`src/rtl/mc_timer_pkg.sv`:
```
package mc_timer_pkg;
  localparam int N_MATCH = 4;
  localparam int N_CAP   = 2;
  localparam int ADDR_W  = 6;
  localparam int EMR_W   = 4 + 2 * N_MATCH;
  localparam int MCR_W   = 3 * N_MATCH;
  localparam int CCR_W   = 3 * N_CAP;
  localparam int IR_W    = N_MATCH + N_CAP;

  typedef enum logic [1:0] {PIN_HOLD, PIN_LOW, PIN_HIGH, PIN_TOGGLE} pin_act_e;
  typedef enum logic [1:0] {CM_TIMER, CM_RISE, CM_FALL, CM_BOTH} cnt_mode_e;

  localparam logic [ADDR_W-1:0] IDX_CTRL = 6'd0;
  localparam logic [ADDR_W-1:0] IDX_TC   = 6'd1;
  localparam logic [ADDR_W-1:0] IDX_PR   = 6'd2;
  localparam logic [ADDR_W-1:0] IDX_PC   = 6'd3;
  localparam logic [ADDR_W-1:0] IDX_IR   = 6'd4;
  localparam logic [ADDR_W-1:0] IDX_MCR  = 6'd5;
  localparam logic [ADDR_W-1:0] IDX_MR0  = 6'd6;
  localparam logic [ADDR_W-1:0] IDX_CCR  = 6'd10;
  localparam logic [ADDR_W-1:0] IDX_CR0  = 6'd11;
  localparam logic [ADDR_W-1:0] IDX_EMR  = 6'd13;
  localparam logic [ADDR_W-1:0] IDX_CTCR = 6'd14;
endpackage

```
`src/rtl/mc_edge_sync.sv`:
```
module mc_edge_sync (
  input  logic clk_i,
  input  logic rst_ni,
  input  logic pin_i,
  output logic rise_o,
  output logic fall_o
);
  // [0],[1] synchronizer, [2] history for edge detect
  logic [2:0] sh_q;

  always_ff @(posedge clk_i or negedge rst_ni) begin
    if (!rst_ni) sh_q <= '0;
    else         sh_q <= {sh_q[1:0], pin_i};
  end

  assign rise_o = sh_q[1] & ~sh_q[2];
  assign fall_o = ~sh_q[1] & sh_q[2];
endmodule

```
`src/rtl/mc_prescaler.sv`:
```
module mc_prescaler #(
  parameter int W = 32
) (
  input  logic         clk_i,
  input  logic         rst_ni,
  input  logic         run_i,
  input  logic         clr_i,
  input  logic         wr_i,
  input  logic [W-1:0] wdata_i,
  input  logic [W-1:0] limit_i,
  output logic [W-1:0] pc_o,
  output logic         tick_o
);
  logic [W-1:0] pc_q;

  assign tick_o = run_i && (pc_q == limit_i);
  assign pc_o   = pc_q;

  always_ff @(posedge clk_i or negedge rst_ni) begin
    if (!rst_ni)     pc_q <= '0;
    else if (clr_i)  pc_q <= '0;
    else if (wr_i)   pc_q <= wdata_i;
    else if (run_i)  pc_q <= tick_o ? '0 : pc_q + W'(1);
  end


  pc_clear_chk: assert property (@(posedge clk_i) disable iff (!rst_ni)
    clr_i |=> (pc_q == '0));
endmodule

```
`src/rtl/mc_match_ch.sv`:
```
module mc_match_ch
  import mc_timer_pkg::*;
#(
  parameter int W = 32
) (
  input  logic     [W-1:0] tc_i,
  input  logic     [W-1:0] mr_i,
  input  logic             inc_i,
  input  logic     [2:0]   cfg_i,   // {stop, reset, int}
  input  pin_act_e         act_i,
  input  logic             lvl_i,
  output logic             hit_o,
  output logic             flag_o,
  output logic             rst_o,
  output logic             stop_o,
  output logic             lvl_o
);
  assign hit_o  = inc_i && (tc_i == mr_i);
  assign flag_o = hit_o & cfg_i[0];
  assign rst_o  = hit_o & cfg_i[1];
  assign stop_o = hit_o & cfg_i[2];

  always_comb begin
    lvl_o = lvl_i;
    if (hit_o) begin
      unique case (act_i)
        PIN_LOW:    lvl_o = 1'b0;
        PIN_HIGH:   lvl_o = 1'b1;
        PIN_TOGGLE: lvl_o = ~lvl_i;
        default:    lvl_o = lvl_i;
      endcase
    end
  end
endmodule

```
`src/rtl/mc_timer.sv`:
```
module mc_timer
  import mc_timer_pkg::*;
#(
  parameter int CNT_W = 32
) (
  input  logic              clk_i,
  input  logic              rst_ni,
  input  logic              sel_i,
  input  logic              we_i,
  input  logic [ADDR_W-1:0] addr_i,
  input  logic [31:0]       wdata_i,
  output logic [31:0]       rdata_o,
  input  logic [N_CAP-1:0]  cap_i,
  output logic [N_MATCH-1:0] mat_o,
  output logic              irq_o
);
  logic [1:0]        ctrl_q;
  logic [CNT_W-1:0]  tc_q, pr_q, pc;
  logic [IR_W-1:0]   ir_q;
  logic [MCR_W-1:0]  mcr_q;
  logic [CNT_W-1:0]  mr_q [N_MATCH];
  logic [CCR_W-1:0]  ccr_q;
  logic [CNT_W-1:0]  cr_q [N_CAP];
  logic [EMR_W-1:0]  emr_q, emr_base;
  logic [3:0]        ctcr_q;

  logic wr;
  assign wr = sel_i & we_i;

  logic hold, run_en, timer_mode, tick, cnt_edge, inc;
  cnt_mode_e mode;
  logic src;
  assign hold       = ctrl_q[1];
  assign run_en     = ctrl_q[0] & ~hold;
  assign mode       = cnt_mode_e'(ctcr_q[1:0]);
  assign src        = ctcr_q[2];
  assign timer_mode = (mode == CM_TIMER);

  logic [N_CAP-1:0] rise, fall, cap_evt, cap_flag;
  for (genvar c = 0; c < N_CAP; c++) begin : g_cap
    mc_edge_sync u_sync (.clk_i, .rst_ni, .pin_i(cap_i[c]), .rise_o(rise[c]), .fall_o(fall[c]));
    assign cap_evt[c]  = (ccr_q[3*c] & rise[c]) | (ccr_q[3*c+1] & fall[c]);
    assign cap_flag[c] = cap_evt[c] & ccr_q[3*c+2];
    always_ff @(posedge clk_i or negedge rst_ni) begin
      if (!rst_ni)         cr_q[c] <= '0;
      else if (cap_evt[c]) cr_q[c] <= tc_q;
    end

    cap_load_chk: assert property (@(posedge clk_i) disable iff (!rst_ni)
      cap_evt[c] |=> (cr_q[c] == $past(tc_q)));
  end

  always_comb begin
    unique case (mode)
      CM_RISE: cnt_edge = rise[src];
      CM_FALL: cnt_edge = fall[src];
      CM_BOTH: cnt_edge = rise[src] | fall[src];
      default: cnt_edge = 1'b0;
    endcase
  end

  mc_prescaler #(.W(CNT_W)) u_pre (
    .clk_i, .rst_ni,
    .run_i  (run_en & timer_mode),
    .clr_i  (hold | ~timer_mode),
    .wr_i   (wr && addr_i == IDX_PC),
    .wdata_i(wdata_i[CNT_W-1:0]),
    .limit_i(pr_q),
    .pc_o   (pc),
    .tick_o (tick)
  );

  assign inc = timer_mode ? tick : (run_en & cnt_edge);

  assign emr_base = (wr && addr_i == IDX_EMR) ? wdata_i[EMR_W-1:0] : emr_q;

  logic [N_MATCH-1:0] hit, m_flag, m_rst, m_stop, lvl;
  pin_act_e act [N_MATCH];
  for (genvar n = 0; n < N_MATCH; n++) begin : g_match
    assign act[n] = pin_act_e'(emr_base[4+2*n +: 2]);
    mc_match_ch #(.W(CNT_W)) u_ch (
      .tc_i(tc_q), .mr_i(mr_q[n]), .inc_i(inc), .cfg_i(mcr_q[3*n +: 3]),
      .act_i(act[n]), .lvl_i(emr_base[n]),
      .hit_o(hit[n]), .flag_o(m_flag[n]), .rst_o(m_rst[n]), .stop_o(m_stop[n]), .lvl_o(lvl[n])
    );
    always_ff @(posedge clk_i or negedge rst_ni) begin
      if (!rst_ni)                           mr_q[n] <= '0;
      else if (wr && addr_i == IDX_MR0 + n)  mr_q[n] <= wdata_i[CNT_W-1:0];
    end

    pin_high_chk: assert property (@(posedge clk_i) disable iff (!rst_ni)
      (hit[n] && act[n] == PIN_HIGH) |=> emr_q[n]);
  end

  logic any_rst, any_stop;
  assign any_rst  = |m_rst;
  assign any_stop = |m_stop;

  logic [IR_W-1:0] ir_clr;
  assign ir_clr = (wr && addr_i == IDX_IR) ? wdata_i[IR_W-1:0] : '0;

  always_ff @(posedge clk_i or negedge rst_ni) begin
    if (!rst_ni) begin
      ctrl_q <= '0; tc_q <= '0; pr_q <= '0; ir_q <= '0;
      mcr_q <= '0; ccr_q <= '0; emr_q <= '0; ctcr_q <= '0;
    end else begin
      if (hold)                                tc_q <= '0;
      else if (wr && addr_i == IDX_TC)         tc_q <= wdata_i[CNT_W-1:0];
      else if (inc)                            tc_q <= any_rst ? '0 : (any_stop ? tc_q : tc_q + CNT_W'(1));
      ctrl_q[1] <= (wr && addr_i == IDX_CTRL) ? wdata_i[1] : ctrl_q[1];
      ctrl_q[0] <= ~any_stop & ((wr && addr_i == IDX_CTRL) ? wdata_i[0] : ctrl_q[0]);
      if (wr && addr_i == IDX_PR)   pr_q   <= wdata_i[CNT_W-1:0];
      if (wr && addr_i == IDX_MCR)  mcr_q  <= wdata_i[MCR_W-1:0];
      if (wr && addr_i == IDX_CCR)  ccr_q  <= wdata_i[CCR_W-1:0];
      if (wr && addr_i == IDX_CTCR) ctcr_q <= wdata_i[3:0];
      ir_q  <= (ir_q & ~ir_clr) | {cap_flag, m_flag};
      emr_q <= {emr_base[EMR_W-1:N_MATCH], lvl};
    end
  end

  always_comb begin
    rdata_o = '0;
    if (addr_i >= IDX_MR0 && addr_i < IDX_MR0 + N_MATCH)
      rdata_o = 32'(mr_q[addr_i - IDX_MR0]);
    else if (addr_i >= IDX_CR0 && addr_i < IDX_CR0 + N_CAP)
      rdata_o = 32'(cr_q[addr_i - IDX_CR0]);
    else begin
      unique case (addr_i)
        IDX_CTRL: rdata_o = 32'(ctrl_q);
        IDX_TC:   rdata_o = 32'(tc_q);
        IDX_PR:   rdata_o = 32'(pr_q);
        IDX_PC:   rdata_o = 32'(pc);
        IDX_IR:   rdata_o = 32'(ir_q);
        IDX_MCR:  rdata_o = 32'(mcr_q);
        IDX_CCR:  rdata_o = 32'(ccr_q);
        IDX_EMR:  rdata_o = 32'(emr_q);
        IDX_CTCR: rdata_o = 32'(ctcr_q);
        default:  rdata_o = '0;
      endcase
    end
  end

  assign mat_o = emr_q[N_MATCH-1:0];
  assign irq_o = |ir_q;


  stop_halt_chk: assert property (@(posedge clk_i) disable iff (!rst_ni)
    any_stop |=> !ctrl_q[0]);

  tc_still_chk: assert property (@(posedge clk_i) disable iff (!rst_ni)
    (!inc && !hold && !(wr && addr_i == IDX_TC)) |=> $stable(tc_q));
  for (genvar b = 0; b < IR_W; b++) begin : g_irchk

    flag_keep_chk: assert property (@(posedge clk_i) disable iff (!rst_ni)
      (ir_q[b] && !ir_clr[b]) |=> ir_q[b]);
  end
endmodule

```
`config.mk`:
```
export PLATFORM = sky130hd
export DESIGN_NAME = mc_timer
export DESIGN_NICKNAME = d
export VERILOG_FILES = /design/src/rtl/mc_timer_pkg.sv /design/src/rtl/mc_edge_sync.sv /design/src/rtl/mc_prescaler.sv /design/src/rtl/mc_match_ch.sv /design/src/rtl/mc_timer.sv
export SDC_FILE = /design/constraint.sdc
export NUM_CORES = 1
export LEC_CHECK = 0
export CORE_MARGIN = 2
export CORE_UTILIZATION = 32
export DETAILED_ROUTE_END_ITERATION = 6
export DONT_BUFFER_PORTS = 1
export GPL_TIMING_DRIVEN = 0
export HOLD_SLACK_MARGIN = 0.03
export PLACE_DENSITY = 0.53
export SYNTH_ARGS = -nofsm -noshare
export SYNTH_HDL_FRONTEND = slang
export SYNTH_SLANG_ARGS = --single-unit
```
`constraint.sdc`:
```
create_clock -name clk_i -period 6.9 [get_ports clk_i]
set_input_delay 1.38 -clock clk_i [delete_from_list [all_inputs] [get_ports clk_i]]
set_output_delay 1.38 -clock clk_i [all_outputs]
set_load 0.01 [all_outputs]
```
==> flow_metrics.py <==
metrics = {
    "logic_synthesis": {
        "synthMuxAreaShare": 0.217,
        "synth.distinct_cells": 65,
        "synthArstFlopShare": 1.00,
        "synthXorXnorAreaFrac": 0.0749,
        "seq_area_frac_synth": 0.436,
        "syn_avg_cell_area_um2": 11.0,
        "synthSimpleGateAreaFrac": 0.110,
        "synthesis.instances": 1754,
        "synth_top_family_by_area": "multiplexers",
        "netlist_area_mm2": 0.0193,
        "syn_nets": 1800,
        "synth_compound_area_frac": 0.120,
        "ys.flop_type": "dfrtp_1",
        "yosys.area_share.adder": 0.00130,
        "ys.warnings.count": 0,
        "synth-edff-count": 0,
        "ys_seq_elements": 336,
    },
    "sta": {
        "max_freq_mhz": 166,
        "setup_viol": 0,
        "fin_setup_tns_ns": 0,
        "tightestPinTransition_ns": 1.76,
        "slew-limit-headroom": -0.176,
        "min_period_over_period": 0.872,
        "finalHoldViolCount": 0,
        "slew_violations": 123,
        "rsz0062_at_grt": "no",
        "fin_skew_ns": 0.0240,
        "min_period_ns": 6.02,
    },
    "flow_run": {
        "max_cap_violations": 1,
    },
    "layout": {
        "fillers": 5911,
        "layout_commonest_cell": "dfrtp_1",
        "syn_to_final_growth_pct": 11.6,
        "fin_nets": 1843,
        "drive_above_1_share": 0.233,
        "fin_area_mm2": 0.0215,
        "layout_common_cells": "dfrtp_1, mux2_2, xnor2_1",
    },
    "setup_path": {
        "critPathRequiredTime_ns": 5.52,
        "cp-end-kind": "output port",
        "cp_cell_sequence": "clkbuf_1 -> buf_1 -> clkbuf_1 -> buf_1 -> mux4_2 -> o21a_1",
        "worstPathMaxFanout": 10,
        "slowest_delay_ns": 0.80,
        "r2r_setup_slack_ns": 2.62,
        "worst_ep_arrival_time_ns": 4.64,
        "startpoint_type": "primary input",
        "critPathKind": "primary input to output port",
        "slowest_stage": "buf_1",
    },
    "global_routing": {
        "grt_use_total": 0.247,
        "antenna_found_initial": 4,
        "grt_max_degree": 337,
        "grt_pass1_vias": 15305,
        "gr-total-overflow": 0,
        "grt_pass1_wl_mm": 112,
    },
    "clocking": {
        "clkSinkCount": 336,
        "postCtsHoldBufs": 0,
        "cts.clk_slew.worst_paths_ns": 0.05,
        "htree_levels": 2,
        "cts_made_buffers": 41,
        "cts_root_buf": "clkbuf_16",
        "cts_resized": 0,
        "clk-insertion-delay-late_ns": 0.59,
        "cts_setup_buffers": 0,
        "clock_path_buffers": 3,
        "cts_tree": "done",
    },
    "placed_design": {
        "port_buffers": 0,
        "post-dp-hpwl_mm": 59.4,
        "place_congestion": 0.994,
        "dpl_cell_area_mm2": 0.0203,
    },
    "power": {
        "intPower_w": 0.00364,
        "p_sw_frac": 0.290,
        "p_comb_frac": 0.143,
        "clock_power_share": 0.417,
        "p_seq_frac": 0.440,
        "vdd_drop_max_uv": 156,
        "total_power_w": 0.00513,
        "p_leak_nw": 9.11,
        "power_density_mw_per_mm2": 238,
        "p_switching_w": 0.00148,
    },
    "detailed_routing": {
        "vias": 15661,
        "drt_pass1_iterations": 6,
        "antenna_left": 0,
        "viasPerCell": 6.03,
        "wl_per_cell_um": 30.3,
        "drc_errors": 0,
        "postRouteWirelength_mm": 78.6,
        "drt_iter0_drc": 2023,
    },
    "outcome": {
        "status": "complete, but fails checks",
        "violations": "capacitance limit, slew limit",
    },
    "hold_path": {
        "hold_class": "flip-flop to flip-flop",
    },
    "die": {
        "std_cell_rows": 89,
        "die_w_um": 250,
        "core_mm2": 0.0594,
        "die_y_um": 250,
        "start_util": 0.325,
        "ioPinCount": 81,
        "fp.dieArea_mm2": 0.0623,
    },
}
[synth_stat cells (31+ instances only)]
library cell    n  area [um2]
dfrtp_1       336        8410
mux4_2         32         721
nand4_1        47         294
o21ai_0        54         270
nor2_1         70         263
a21oi_1        49         245
mux2i_1        35         350
clkbuf_1       93         349
nand3_1        40         200
xor2_1         39         342
nor3_1         46         230
nor4_1         33         206
o21a_1         31         233
mux2_2        273        3070
xnor2_1       126        1100
buf_2          35         175
nand2_1        76         285
a22oi_1        42         315
[cell type report]
type	instances	area, um2	area share
Buffer	159	723	0.0336
Sequential cell	336	8410	0.390
Inverter	19	71.3	0.00331
Clock inverter	11	92.6	0.00430
Tap cell	773	967	0.0449
Clock buffer	58	1180	0.0549
Antenna cell	1	2.50	0.000116
Multi-Input combinational cell	1240	10100	0.468
[critical path: cells and delay by family]
| family | cells | cell delay, ns |
|---|---|---|
| buffers and inverters | 4 | 2.47 |
| muxes | 1 | 0.49 |
| AOI/OAI and AO/OA | 1 | 0.28 |
[power groups by stage]
stage | clock network [W] | registers [W] | logic, W
floorplan | 0 | 0.00224 | 0.000489
global placement | 0 | 0.00228 | 0.000717
detailed placement | 0 | 0.00229 | 0.000722
CTS | 0.00216 | 0.00225 | 0.000724
global route | 0.00224 | 0.00227 | 0.000766
finish | 0.00214 | 0.00226 | 0.000733
[worst paths after layout]
path	from	to	cells after the start
max in group asynchronous	rst_ni	u_pre.pc_o[17]	0
min in group asynchronous	rst_ni	mr_q[68]	0
setup / recovery	addr_i[1]	rdata_o[12]	6
setup reg to reg	tc_q[0]	tc_q[9]	10
hold / removal	g_cap[1].u_sync.sh_q[0]	g_cap[1].u_sync.sh_q[1]	0
hold reg to reg	g_cap[1].u_sync.sh_q[0]	g_cap[1].u_sync.sh_q[1]	0
[through the flow]
step | hold WS, ns | worst slack [ns] | utilization | cells
final | 0.352 | 0.884 | 0.363 | 2597
after global routing | 0.363 | 0.882 | 0.363 | 2596
after CTS | 0.358 | 0.941 | 0.363 | 2596
after detailed placement | 0.345 | 0.959 | 0.341 | 2527
after global placement | 0.337 | 0.992 | 0.341 | 2527
after floorplan | 0.331 | 2.36 | - | 1754
[cells by family after synthesis]
group,count (synthesis)
adder cells (fa/ha/maj),2
buffers and inverters,178
XOR/XNOR,165
AO/OA/AOI/OAI,327
flip-flops,336
AND/OR/NAND/NOR,403
multiplexers,343
[routing by layer]
layer	part of all wire	track usage	up-vias
met5	0.00017	0	-
li1	-	-	6595
met4	0.043	0.0941	2
met3	0.086	0.0463	165
met2	0.46	0.392	800
met1	0.41	0.335	8099
[state kept, by name, indices dropped and copies added (netlist names)]
register	flops
ccr_q	6
cr_q	64
ctcr_q	4
ctrl_q	2
emr_q	12
g_cap.u_sync.sh_q	6
ir_q	6
mcr_q	12
mr_q	128
pr_q	32
tc_q	32
u_pre.pc_o	32
Power figures use the tool's default switching activity.
